File: src/rtl/chanout_pkg.sv
`timescale 1ns/1ps
package chanout_pkg;

  // Strobe combination, encoded as {capture_n, transfer_n}
  typedef enum logic [1:0] {
    CMB_DIRECT  = 2'b00,
    CMB_CAPTURE = 2'b01,
    CMB_STAGE   = 2'b10,
    CMB_HOLD    = 2'b11
  } strobe_cmb_t;

  function automatic strobe_cmb_t decode_cmb(input logic cap_s, input logic xfer_s);
    return strobe_cmb_t'({cap_s, xfer_s});
  endfunction

endpackage

File: src/rtl/chanout_sync.sv
`timescale 1ns/1ps
module chanout_sync #(
  parameter int W = 1,
  parameter logic [W-1:0] RST_VAL = '0
) (
  input  logic         clk,
  input  logic         rst_n,
  input  logic [W-1:0] d,
  output logic [W-1:0] q
);
  logic [W-1:0] meta;

  always_ff @(posedge clk or negedge rst_n) begin
    if (!rst_n) begin
      meta <= RST_VAL;
      q    <= RST_VAL;
    end else begin
      meta <= d;
      q    <= meta;
    end
  end
endmodule

File: src/rtl/chanout_stages.sv
`timescale 1ns/1ps
module chanout_stages import chanout_pkg::*; #(
  parameter int CH = 8
) (
  input  logic          clk,
  input  logic          rst_n,
  input  logic          staged_mode,
  input  strobe_cmb_t   cmb,
  input  logic          xf_rise,
  input  logic          oe_s,
  input  logic [CH-1:0] din_s,
  output logic [CH-1:0] out_word,
  output logic [CH-1:0] next_word,
  output logic          word_change
);
  logic [CH-1:0] in_reg;
  logic [CH-1:0] stg_reg;

  always_comb begin
    next_word = out_word;
    if (!oe_s)
      next_word = '0;
    else if (cmb == CMB_DIRECT)
      next_word = din_s;
    else if (staged_mode && xf_rise && cmb == CMB_HOLD)
      next_word = stg_reg;
  end

  assign word_change = (next_word != out_word);

  always_ff @(posedge clk or negedge rst_n) begin
    if (!rst_n) begin
      in_reg   <= '0;
      stg_reg  <= '0;
      out_word <= '0;
    end else begin
      out_word <= next_word;
      unique case (cmb)
        CMB_CAPTURE: in_reg <= din_s;
        CMB_STAGE:   stg_reg <= in_reg;
        CMB_DIRECT: begin
          in_reg  <= din_s;
          stg_reg <= din_s;
        end
        default: ;
      endcase
    end
  end
endmodule

File: src/rtl/chanout_refresh.sv
`timescale 1ns/1ps
module chanout_refresh #(
  parameter int REFRESH_CYC = 13333
) (
  input  logic clk,
  input  logic rst_n,
  input  logic suppress,
  output logic tick
);
  localparam int CW = (REFRESH_CYC > 1) ? $clog2(REFRESH_CYC) : 1;
  localparam logic [CW-1:0] LAST = CW'(REFRESH_CYC - 1);

  logic [CW-1:0] cnt;

  assign tick = !suppress && (cnt == LAST);

  always_ff @(posedge clk or negedge rst_n) begin
    if (!rst_n)              cnt <= '0;
    else if (suppress || tick) cnt <= '0;
    else                     cnt <= cnt + 1'b1;
  end
endmodule

File: src/rtl/chanout_syncmon.sv
`timescale 1ns/1ps
module chanout_syncmon import chanout_pkg::*; #(
  parameter int SYNC_MIN_CYC = 4000,
  parameter int SYNC_MAX_CYC = 39000
) (
  input  logic        clk,
  input  logic        rst_n,
  input  logic        staged_mode,
  input  strobe_cmb_t cmb,
  input  logic        xf_s,
  input  logic        xf_rise,
  output logic        proto_err
);
  localparam int CW = $clog2(SYNC_MAX_CYC + 2);
  localparam logic [CW-1:0] MIN_V = CW'(SYNC_MIN_CYC);
  localparam logic [CW-1:0] MAX_V = CW'(SYNC_MAX_CYC);
  localparam logic [CW-1:0] SAT_V = CW'(SYNC_MAX_CYC + 1);

  logic [CW-1:0] low_cnt;
  logic          width_bad;
  logic          both_low;

  assign width_bad = staged_mode && xf_rise && (low_cnt < MIN_V || low_cnt > MAX_V);
  assign both_low  = staged_mode && (cmb == CMB_DIRECT);

  always_ff @(posedge clk or negedge rst_n) begin
    if (!rst_n) begin
      low_cnt   <= '0;
      proto_err <= 1'b0;
    end else begin
      if (!staged_mode || xf_rise) low_cnt <= '0;
      else if (!xf_s && low_cnt != SAT_V) low_cnt <= low_cnt + 1'b1;
      if (width_bad || both_low) proto_err <= 1'b1;
    end
  end
endmodule

File: src/rtl/chanout_txport.sv
`timescale 1ns/1ps
module chanout_txport #(
  parameter int CH = 8
) (
  input  logic          clk,
  input  logic          rst_n,
  input  logic          req,
  input  logic [CH-1:0] word,
  output logic          tx_valid,
  input  logic          tx_ready,
  output logic [CH-1:0] tx_data
);
  always_ff @(posedge clk or negedge rst_n) begin
    if (!rst_n) begin
      tx_valid <= 1'b0;
      tx_data  <= '0;
    end else if (req) begin
      tx_valid <= 1'b1;
      tx_data  <= word;
    end else if (tx_ready) begin
      tx_valid <= 1'b0;
    end
  end
endmodule

File: src/rtl/chanout_bridge.sv
`timescale 1ns/1ps
module chanout_bridge import chanout_pkg::*; #(
  parameter int CH           = 8,
  parameter int REFRESH_CYC  = 13333,
  parameter int SYNC_MIN_CYC = 4000,
  parameter int SYNC_MAX_CYC = 39000
) (
  input  logic          clk,
  input  logic          rst_n,
  input  logic          staged_mode,
  input  logic [CH-1:0] din,
  input  logic          cap_n,
  input  logic          xfer_n,
  input  logic          drive_en,
  output logic          tx_valid,
  input  logic          tx_ready,
  output logic [CH-1:0] tx_data,
  output logic [CH-1:0] out_word,
  output logic          proto_err
);
  localparam int NSTB = 3;
  localparam logic [NSTB-1:0] STB_RST = 3'b011; // {drive_en, xfer_n, cap_n}

  logic [NSTB-1:0] stb_s;
  logic [CH-1:0]   din_s;
  logic            oe_s, xf_s, cp_s, xf_prev, xf_rise;
  strobe_cmb_t     cmb;
  logic [CH-1:0]   next_word;
  logic            word_change, rf_tick;

  chanout_sync #(.W(NSTB), .RST_VAL(STB_RST)) u_stb_sync (
    .clk(clk), .rst_n(rst_n), .d({drive_en, xfer_n, cap_n}), .q(stb_s)
  );
  chanout_sync #(.W(CH), .RST_VAL('0)) u_din_sync (
    .clk(clk), .rst_n(rst_n), .d(din), .q(din_s)
  );

  assign oe_s = stb_s[2];
  assign xf_s = stb_s[1];
  assign cp_s = stb_s[0];
  assign cmb  = decode_cmb(cp_s, xf_s);
  assign xf_rise = xf_s && !xf_prev;

  always_ff @(posedge clk or negedge rst_n) begin
    if (!rst_n) xf_prev <= 1'b1;
    else        xf_prev <= xf_s;
  end

  chanout_stages #(.CH(CH)) u_stages (
    .clk(clk), .rst_n(rst_n), .staged_mode(staged_mode), .cmb(cmb),
    .xf_rise(xf_rise), .oe_s(oe_s), .din_s(din_s), .out_word(out_word),
    .next_word(next_word), .word_change(word_change)
  );

  chanout_refresh #(.REFRESH_CYC(REFRESH_CYC)) u_refresh (
    .clk(clk), .rst_n(rst_n), .suppress(cmb == CMB_STAGE), .tick(rf_tick)
  );

  chanout_syncmon #(.SYNC_MIN_CYC(SYNC_MIN_CYC), .SYNC_MAX_CYC(SYNC_MAX_CYC)) u_syncmon (
    .clk(clk), .rst_n(rst_n), .staged_mode(staged_mode), .cmb(cmb),
    .xf_s(xf_s), .xf_rise(xf_rise), .proto_err(proto_err)
  );

  chanout_txport #(.CH(CH)) u_tx (
    .clk(clk), .rst_n(rst_n), .req(word_change || rf_tick), .word(next_word),
    .tx_valid(tx_valid), .tx_ready(tx_ready), .tx_data(tx_data)
  );
endmodule

File: config.mk
export PLATFORM = sky130hd
export DESIGN_NAME = chanout_bridge
export DESIGN_NICKNAME = d
export VERILOG_FILES = /design/src/rtl/chanout_pkg.sv /design/src/rtl/chanout_sync.sv /design/src/rtl/chanout_stages.sv /design/src/rtl/chanout_refresh.sv /design/src/rtl/chanout_syncmon.sv /design/src/rtl/chanout_txport.sv /design/src/rtl/chanout_bridge.sv
export SDC_FILE = /design/constraint.sdc
export NUM_CORES = 1
export LEC_CHECK = 0
export ABC_AREA = 0
export BUFFER_PORTS_ARGS = -buffer_cell sky130_fd_sc_hd__buf_2
export CAP_MARGIN = 10
export CORE_UTILIZATION = 40
export DETAILED_ROUTE_END_ITERATION = 16
export GPL_TIMING_DRIVEN = 0
export PLACE_DENSITY = 0.54
export SLEW_MARGIN = 10
export SYNTH_ARGS = -nofsm -noshare
export SYNTH_HDL_FRONTEND = slang
export SYNTH_HIERARCHICAL = 1
export SYNTH_SLANG_ARGS = --single-unit
File: constraint.sdc
create_clock -name clk -period 3.25 [get_ports clk]
set_input_delay 0.4875 -clock clk [delete_from_list [all_inputs] [get_ports clk]]
set_output_delay 0.4875 -clock clk [all_outputs]
set_load 0.005 [all_outputs]
==> results of run 1 <==
power groups by stage:
| stage | Sequential (mW) | Combinational (mW) | Clock [mW] |
|---|---|---|---|
| floorplan | 1.24 | 0.170 | 0 |
| global placement | 1.26 | 0.256 | 0 |
| detailed placement | 1.26 | 0.262 | 0 |
| CTS | 1.24 | 0.264 | 0.780 |
| global route | 1.26 | 0.299 | 0.816 |
| finish | 1.24 | 0.261 | 0.743 |
Yosys cell counts, types with 2 or more instances:
master,number,area share
buf_6,2,0.0057
dfstp_2,5,0.033
dfrtp_1,82,0.52
or3_2,2,0.0038
o21ai_0,9,0.011
buf_2,6,0.0075
mux2_4,8,0.030
mux2_2,12,0.034
nor2_2,2,0.0031
nand2_1,26,0.025
mux2i_1,6,0.015
nand4_1,5,0.0079
a22oi_1,3,0.0057
or2_1,2,0.0031
nor2_1,35,0.033
inv_1,21,0.020
nor4_1,6,0.0094
o22ai_1,6,0.0094
ha_1,5,0.016
or3_1,2,0.0031
o211a_1,8,0.020
xnor2_1,16,0.035
a21oi_1,9,0.011
nor3_1,8,0.010
nand3_1,12,0.015
nor4_2,3,0.0094
o221ai_1,2,0.0044
xor2_1,4,0.0088
nand4b_1,3,0.0066
or4_1,4,0.0075
a21o_2,2,0.0044
nor2b_1,5,0.0079
o211ai_1,5,0.0094
cell type report:
class | instances | area (um2)
fill | 944 | 5190
timing repair buffer | 33 | 190
sequential | 87 | 2180
multi-input combinational | 231 | 1660
tap | 133 | 166
clock inverter | 7 | 73.8
clock buffer | 9 | 124
buffer | 9 | 56.3
inverter | 22 | 82.6
routing by layer:
layer | track usage | up-vias | share of wire
met3 | 0.0352 | 10 | 0.039
met1 | 0.259 | 1333 | 0.51
li1 | - | 1339 | -
met4 | 0.0624 | 0 | 0.016
met2 | 0.243 | 53 | 0.43
met5 | 0 | - | 0
through the flow:
step / util / std cells
global placement: 0.443 / 514
finish: 0.466 / 531
detailed placement: 0.446 / 515
floorplan: - / 349
global route: 0.466 / 531
CTS: 0.466 / 531
cell families (layout without fill, tap and decap cells):
logic type      Yosys count  in the layout  share of synthesized area
fa+ha+maj                 5              5                     0.0157
flops                    87             87                      0.548
mux                      26             26                     0.0792
buf+inv                  31             80                     0.0349
compound gates           55             55                      0.103
simple gates            125            125                      0.175
xor+xnor                 20             20                     0.0440
how the worst max path moves through the flow:
stage | start | endpoint | slack (ns) | depth (start not counted)
4_1_cts | u_stb_sync/q[1] | u_tx/tx_data[1] | 0.48 | 9
3_5_place_dp | u_stb_sync/q[1] | u_tx/tx_data[2] | 0.50 | 9
5_1_grt | u_stb_sync/q[1] | u_tx/tx_data[1] | 0.27 | 9
3_3_place_gp | u_stb_sync/q[1] | u_tx/tx_data[5] | 0.53 | 9
6_report | u_stb_sync/q[1] | u_tx/tx_data[1] | 0.48 | 9
2_1_floorplan | u_stb_sync/q[1] | u_tx/tx_data[0] | 0.90 | 9
==> flow_summary.toml, run 1 <==
[place]
numPortBuffers = 32
gp_congestion = 0.934
dpl.hpwl_um = 5460
placed_area_um2 = 4340
dp_slack_ns = 0.499

[cts]
cts_buffers = 9
cts_max_level = 3
cts-root-buf = "clkbuf_8"
cts.path.max_buffers = 2
cts_sinks = 87
cts-resized-gates = 0
post_cts_buffers = 0
path_clk_slew_ns = 0.10
postCtsHoldBufs = 0
cts_tree = "yes"
clkLatencyLatePin_ns = 0.35

[worst_setup_path]
crit_required_ns = 3.49
r2r_slack_ns = 0.48
crit_type = "reg -> reg"
path_cells = "nor2b_1, nand4_2, buf_2, a41oi_1, o21ai_1, o2111ai_1, or2_1, buf_6, mux2_4"
max_stage_delay_ns = 0.72
crit_buf_inv = 2
r2r-end = "u_tx/tx_data[1]"
cp_max_fo = 17
slowest_stage = "dfstp_2"
crit_path_end_kind = "register"
cp-start-kind = "register"
arrival_ns = 3.01
r2r_cells = 9
critPathTopFamily = "simple AND/OR/NAND/NOR gates"
r2r-start = "u_stb_sync/q[1]"

[pwr]
p_total_mw = 2.24
peakVddDrop_uv = 305
p_switching_uw = 653
internal_power_mw = 1.59
powerDensity_nw_per_um2 = 495
power.leakage_nw = 2.11
sequentialPowerShare = 0.553
swShare = 0.291
power_frac_comb = 0.116
p_clk_frac = 0.331

[die]
fp-row-count = 36
start_util = 0.409
core_area_um2 = 9730
ios = 33
die_h_um = 102
die-area_um2 = 10400
fp.dieW_um = 102

[finish]
top_register = "u_syncmon/low_cnt"
layout.nets = 413
antenna_cells = 0
drive_gt1_frac = 0.256
stdcell_area_um2 = 4540
final_common_cell = "dfrtp_1"
largest_reg_flops = 16
top_regs = "u_syncmon/low_cnt: 16 flops, u_refresh/cnt: 14 flops"
final_cell_mix = "dfrtp_1, buf_2, nor2_1"
area_growth_pct = 13.9

[job]
maxCapViolCount = 0

[drt]
routedWlPerCell_um = 15.0
first_iter_violations = 153
viasPerCell = 5.15
drc_errors = 0
routed_wl_um = 7950
dr.pass1.iters = 6
ant_nets = 0
vias = 2735

[timing]
finalSetupViolations = 0
fin_ws_ns = 0.480
hold_ws_ns = 0.0672
hold_viol_final = 0
finalCritPeriodShare = 0.852
rsz0062_at_grt = "false"
slew_headroom = 0.668
fmax_mhz = 361
period_needed_ns = 2.77
slew_viol_final = 0
tightest_slew_ns = 0.494
setup_tns_ns = 0
clock_skew_ns = 0.0145

[synth]
ys_ff_latch = 87
synthCells = 349
synth_fp_nets = 369
avgSynthCellArea_um2 = 11.4
async_flop_share = 1.00
yosys_warnings = 6
synth-edff-count = 0
synth_ff_type = "dfrtp_1"
ys_types = 56
synthesis.area_um2 = 3980
ys_seq_area_frac = 0.548

[run_status]
status = "completed"

[grt]
grt_max_degree = 55
grt_pass1_wl_um = 13700
grt_pass1_vias = 2664
antenna_found_initial = 0
grt_util_all_layers = 0.172
grt_overflow = 0

[worst_hold_path]
hold_class = "in -> async"
(Power assumes the default switching activity.)
==> inputs of run 2 (changes only) <==
--- a/config.mk
+++ b/config.mk
@@ -6,12 +6,12 @@
 export NUM_CORES = 1
 export LEC_CHECK = 0
 export ABC_AREA = 0
-export BUFFER_PORTS_ARGS = -buffer_cell sky130_fd_sc_hd__buf_2
 export CAP_MARGIN = 10
 export CORE_UTILIZATION = 40
 export DETAILED_ROUTE_END_ITERATION = 16
+export DONT_BUFFER_PORTS = 1
 export GPL_TIMING_DRIVEN = 0
-export PLACE_DENSITY = 0.54
+export PLACE_DENSITY = 0.51
 export SLEW_MARGIN = 10
 export SYNTH_ARGS = -nofsm -noshare
 export SYNTH_HDL_FRONTEND = slang
==> run 2 against run 1 <==
Combinational power decreased by 14%. Routed wire length increased by 1.0%. Sequential share of layout area rose by 1.7 points. Sequential power barely moved. Critical path depth is the same. Clock skew up 0.0011 ns. Critical endpoint is now u_tx/tx_data[4]. Largest cell class unchanged. Largest power group unchanged.
==> flow_summary.toml, run 2 (synthesis results as in run 1) <==
[drt]
viasPerCell = 5.32
vias = 2653
first_iter_violations = 198
drc_errors = 0
ant_nets = 0
dr.pass1.iters = 5
routed_wl_um = 8030
routedWlPerCell_um = 16.1

[place]
dp_slack_ns = 0.426
dpl.hpwl_um = 5340
numPortBuffers = 0
gp_congestion = 0.884

[grt]
grt_util_all_layers = 0.173
antenna_found_initial = 0
grt_pass1_wl_um = 13300
grt_pass1_vias = 2485
grt_overflow = 0
grt_max_degree = 88

[finish]
top_regs = "u_syncmon/low_cnt: 16 flops, u_refresh/cnt: 14 flops"
antenna_cells = 0
final_cell_mix = "dfrtp_1, nor2_1, nand2_1"
area_growth_pct = 9.96
drive_gt1_frac = 0.189
top_register = "u_syncmon/low_cnt"
layout.nets = 381
utilization = 0.450
largest_reg_flops = 16
final_common_cell = "dfrtp_1"

[timing]
slew_headroom = 0.644
rsz0062_at_grt = "false"
hold_viol_final = 0
hold_ws_ns = 0.0120
tightest_slew_ns = 0.534
fmax_mhz = 353
slew_viol_final = 0
setup_tns_ns = 0
period_needed_ns = 2.84
fin_ws_ns = 0.414
finalSetupViolations = 0
finalCritPeriodShare = 0.873
clock_skew_ns = 0.0155

[cts]
cts_max_level = 3
cts_sinks = 87
post_cts_buffers = 0
cts-root-buf = "clkbuf_8"
clkLatencyLatePin_ns = 0.37
path_clk_slew_ns = 0.09
cts_tree = "yes"
cts_buffers = 9
cts.path.max_buffers = 2

[pwr]
p_total_mw = 2.25
powerDensity_nw_per_um2 = 515
power.leakage_nw = 1.97
p_switching_uw = 616
power_frac_comb = 0.099
peakVddDrop_uv = 210
sequentialPowerShare = 0.554
swShare = 0.273
internal_power_mw = 1.64
p_clk_frac = 0.346

[die]
fp-row-count = 36
fp.dieW_um = 102
start_util = 0.409
ios = 33
core_area_um2 = 9730
die_h_um = 102
die-area_um2 = 10400

[worst_setup_path]
critPathTopFamily = "simple AND/OR/NAND/NOR gates"
cp-start-kind = "register"
crit_buf_inv = 2
slowest_stage = "dfstp_2"
arrival_ns = 3.10
crit_type = "reg -> reg"
path_cells = "nor2b_1, nand4_2, buf_2, a41oi_1, o21ai_1, o2111ai_1, or2_1, buf_6, mux2_4"
crit_path_end_kind = "register"
r2r_cells = 9
path_depth = 9
cp_max_fo = 17
crit_required_ns = 3.51
max_stage_delay_ns = 0.72

[run_status]
status = "completed"

[job]
maxCapViolCount = 0

[worst_hold_path]
hold_class = "in -> async"
run 2: timing repair:
item / in CTS / in global routing
endpoints found under the hold margin: 87 / 0
resized for setup: 0 / 0
hold buffers: 1 / 0
run 2: cell type report:
type	count	area [um2]
inverter	22	82.6
buffer	9	56.3
fill	949	5350
sequential	87	2180
clock inverter	6	75.1
multi-input combinational	231	1660
clock buffer	10	128
tap	133	166
timing repair buffer	1	27.5
run 2: worst paths after layout:
check,startpoint,end,slack (ns)
max,u_stb_sync/q[1],u_tx/tx_data[4],0.41
min,rst_n,u_syncmon/low_cnt[13],0.01
max reg2reg,u_stb_sync/q[1],u_tx/tx_data[4],0.41
min reg2reg,u_stb_sync/meta[0],u_stb_sync/q[0],0.36
max in group asynchronous,rst_n,u_stb_sync/meta[0],2.88
min in group clk,cap_n,u_stb_sync/meta[0],0.11
run 2: power by group through the flow:
| stage | Sequential, mW | Clock [mW] | Combinational, mW |
|---|---|---|---|
| 2_1_floorplan | 1.24 | 0 | 0.170 |
| 4_1_cts | 1.25 | 0.813 | 0.228 |
| 5_1_grt | 1.26 | 0.853 | 0.255 |
| 6_report | 1.25 | 0.781 | 0.224 |
| 3_5_place_dp | 1.27 | 0 | 0.201 |
| 3_3_place_gp | 1.27 | 0 | 0.201 |
run 2: through the flow:
step                cells  instance area, um2
global route          499                4380
floorplan             349                3980
CTS                   499                4380
global placement      482                4150
detailed placement    482                4150
finish                499                4380
run 2: layer usage:
layer  vias to the layer above  GRT usage  part of all wire
li1                       1269          -                 -
met1                      1301      0.260              0.51
met2                        67      0.226              0.42
met3                        16     0.0469             0.058
met4                         0     0.0836             0.019
met5                         -          0                 0
run 2: worst reg2reg max path, stage by stage (launching register included):
cell,delay (ns)
dfstp_2,0.72
nor2b_1,0.35
nand4_2,0.27
buf_2,0.28
a41oi_1,0.25
o21ai_1,0.11
o2111ai_1,0.13
or2_1,0.15
buf_6,0.16
mux2_4,0.32
==> inputs of run 3 (changes only) <==
--- a/config.mk
+++ b/config.mk
@@ -11,7 +11,7 @@
 export DETAILED_ROUTE_END_ITERATION = 16
 export DONT_BUFFER_PORTS = 1
 export GPL_TIMING_DRIVEN = 0
-export PLACE_DENSITY = 0.51
+export PLACE_DENSITY_LB_ADDON = 0.2
 export SLEW_MARGIN = 10
 export SYNTH_ARGS = -nofsm -noshare
 export SYNTH_HDL_FRONTEND = slang
==> run 3 against run 2 <==
Clock skew down 0.0022 ns. Cell area is 0.63% higher. Sequential share of layout area decreased by 0.31 points. Core utilization increased by 0.28 points. Maximum frequency up 2.5%. Worst hold slack improved by 0.028 ns. Combinational power is essentially flat. Critical endpoint is now u_tx/tx_data[5].
==> flow_summary.toml, run 3 (synthesis results as in run 1) <==
[die]
die-area_um2 = 10400
fp-row-count = 36
die_h_um = 102
start_util = 0.409
fp.dieW_um = 102
ios = 33
core_area_um2 = 9730

[cts]
cts-root-buf = "clkbuf_8"
path_clk_slew_ns = 0.09
cts.path.max_buffers = 2
cts_sinks = 87
cts_max_level = 3
clkLatencyLatePin_ns = 0.35
cts_tree = "yes"
cts_buffers = 9

[worst_setup_path]
crit_required_ns = 3.49
r2r-start = "u_stb_sync/q[1]"
critPathTopFamily = "simple AND/OR/NAND/NOR gates"
arrival_ns = 3.01
cp_max_fo = 17
path_depth = 9
r2r_cells = 9
slowest_stage = "dfstp_2"
r2r-end = "u_tx/tx_data[5]"
crit_start = "u_stb_sync/q[1]"
max_stage_delay_ns = 0.71
crit_path_end_kind = "register"
path_cells = "nor2b_1, nand4_2, buf_2, a41oi_1, o21ai_1, o2111ai_1, or2_1, buf_6, mux2_4"
crit_buf_inv = 2
crit_type = "reg -> reg"
r2r_slack_ns = 0.48
cp-start-kind = "register"
crit_path_end = "u_tx/tx_data[5]"

[pwr]
power.leakage_nw = 1.98
sequentialPowerShare = 0.535
p_clk_frac = 0.368
peakVddDrop_uv = 289
internal_power_mw = 1.73
p_switching_uw = 597
swShare = 0.256
power_frac_comb = 0.097
powerDensity_nw_per_um2 = 529

[timing]
hold_viol_final = 0
clock_skew_ns = 0.0133
slew_viol_final = 0
fmax_mhz = 362
hold_ws_ns = 0.0395
rsz0062_at_grt = "false"
tightest_slew_ns = 0.491
finalSetupViolations = 0
slew_headroom = 0.673
setup_tns_ns = 0
finalCritPeriodShare = 0.851
period_needed_ns = 2.77

[place]
dpl.hpwl_um = 5180
placed_area_um2 = 4150
gp_congestion = 0.885
post-place-cells = 482
numPortBuffers = 0

[worst_hold_path]
hold_class = "in -> async"

[finish]
top_regs = "u_syncmon/low_cnt: 16 flops, u_refresh/cnt: 14 flops"
stdcell_area_um2 = 4410
largest_reg_flops = 16
antenna_cells = 0
final_cell_mix = "dfrtp_1, nor2_1, nand2_1"
area_growth_pct = 10.7
utilization = 0.453
layout.nets = 381
drive_gt1_frac = 0.189
fillers = 954
top_register = "u_syncmon/low_cnt"
final_common_cell = "dfrtp_1"
stdcell_count = 499

[run_status]
status = "completed"

[drt]
routedWlPerCell_um = 15.7
vias = 2630
dr.pass1.iters = 4
ant_nets = 0
routed_wl_um = 7830
viasPerCell = 5.27
first_iter_violations = 89
drc_errors = 0

[job]
maxCapViolCount = 0

[grt]
grt_overflow = 0
grt_pass1_wl_um = 13000
grt_util_all_layers = 0.164
grt_pass1_vias = 2600
grt_max_degree = 88
antenna_found_initial = 0
[run 3: how the worst min path moves through the flow]
stage,from,slack [ns],to,cells after the start
after global routing,rst_n,0.05,u_tx/tx_data[3],1
after detailed placement,rst_n,0.20,u_syncmon/low_cnt[11],0
after CTS,rst_n,0.04,u_tx/tx_data[6],1
after global placement,rst_n,0.20,u_syncmon/low_cnt[13],0
final,rst_n,0.04,u_tx/tx_data[3],1
after floorplan,rst_n,0.19,u_din_sync/meta[0],0
[run 3: routing by layer]
metal	share of wire	vias up	global-route usage	wire length, um
li1	-	1264	-	-
met5	0	-	0	0
met2	0.46	42	0.248	3630
met3	0.036	9	0.0414	284
met1	0.49	1315	0.227	3810
met4	0.014	0	0.0569	107
[run 3: power groups by stage]
stage          Clock (mW)  Combinational [mW]  Sequential, mW
6_report            0.857               0.227            1.25
5_1_grt             0.926               0.255            1.26
4_1_cts             0.890               0.231            1.25
3_5_place_dp            0               0.205            1.27
3_3_place_gp            0               0.201            1.27
2_1_floorplan           0               0.170            1.24
[run 3: what timing repair did]
item,CTS,global route
hold endpoints to repair,87,0
setup buffers,0,0
hold buffers,1,0
resized for setup,0,0
[run 3: stage by stage]
| stage | power [mW] | setup slack, ns |
|---|---|---|
| 5_1_grt | 2.44 | 0.279 |
| 6_report | 2.33 | 0.484 |
| 3_5_place_dp | 1.47 | 0.496 |
| 3_3_place_gp | 1.47 | 0.501 |
| 4_1_cts | 2.37 | 0.463 |
| 2_1_floorplan | 1.41 | 0.900 |
[run 3: final cells by class]
type | instances | area [um2] | area share
well taps | 133 | 166 | 0.0378
inverters | 22 | 82.6 | 0.0187
flip-flops and latches | 87 | 2180 | 0.496
clock buffers | 11 | 141 | 0.0321
repair buffers | 1 | 27.5 | 0.00625
multi-input cells | 231 | 1660 | 0.377
clock inverters | 5 | 88.8 | 0.0202
plain buffers | 9 | 56.3 | 0.0128
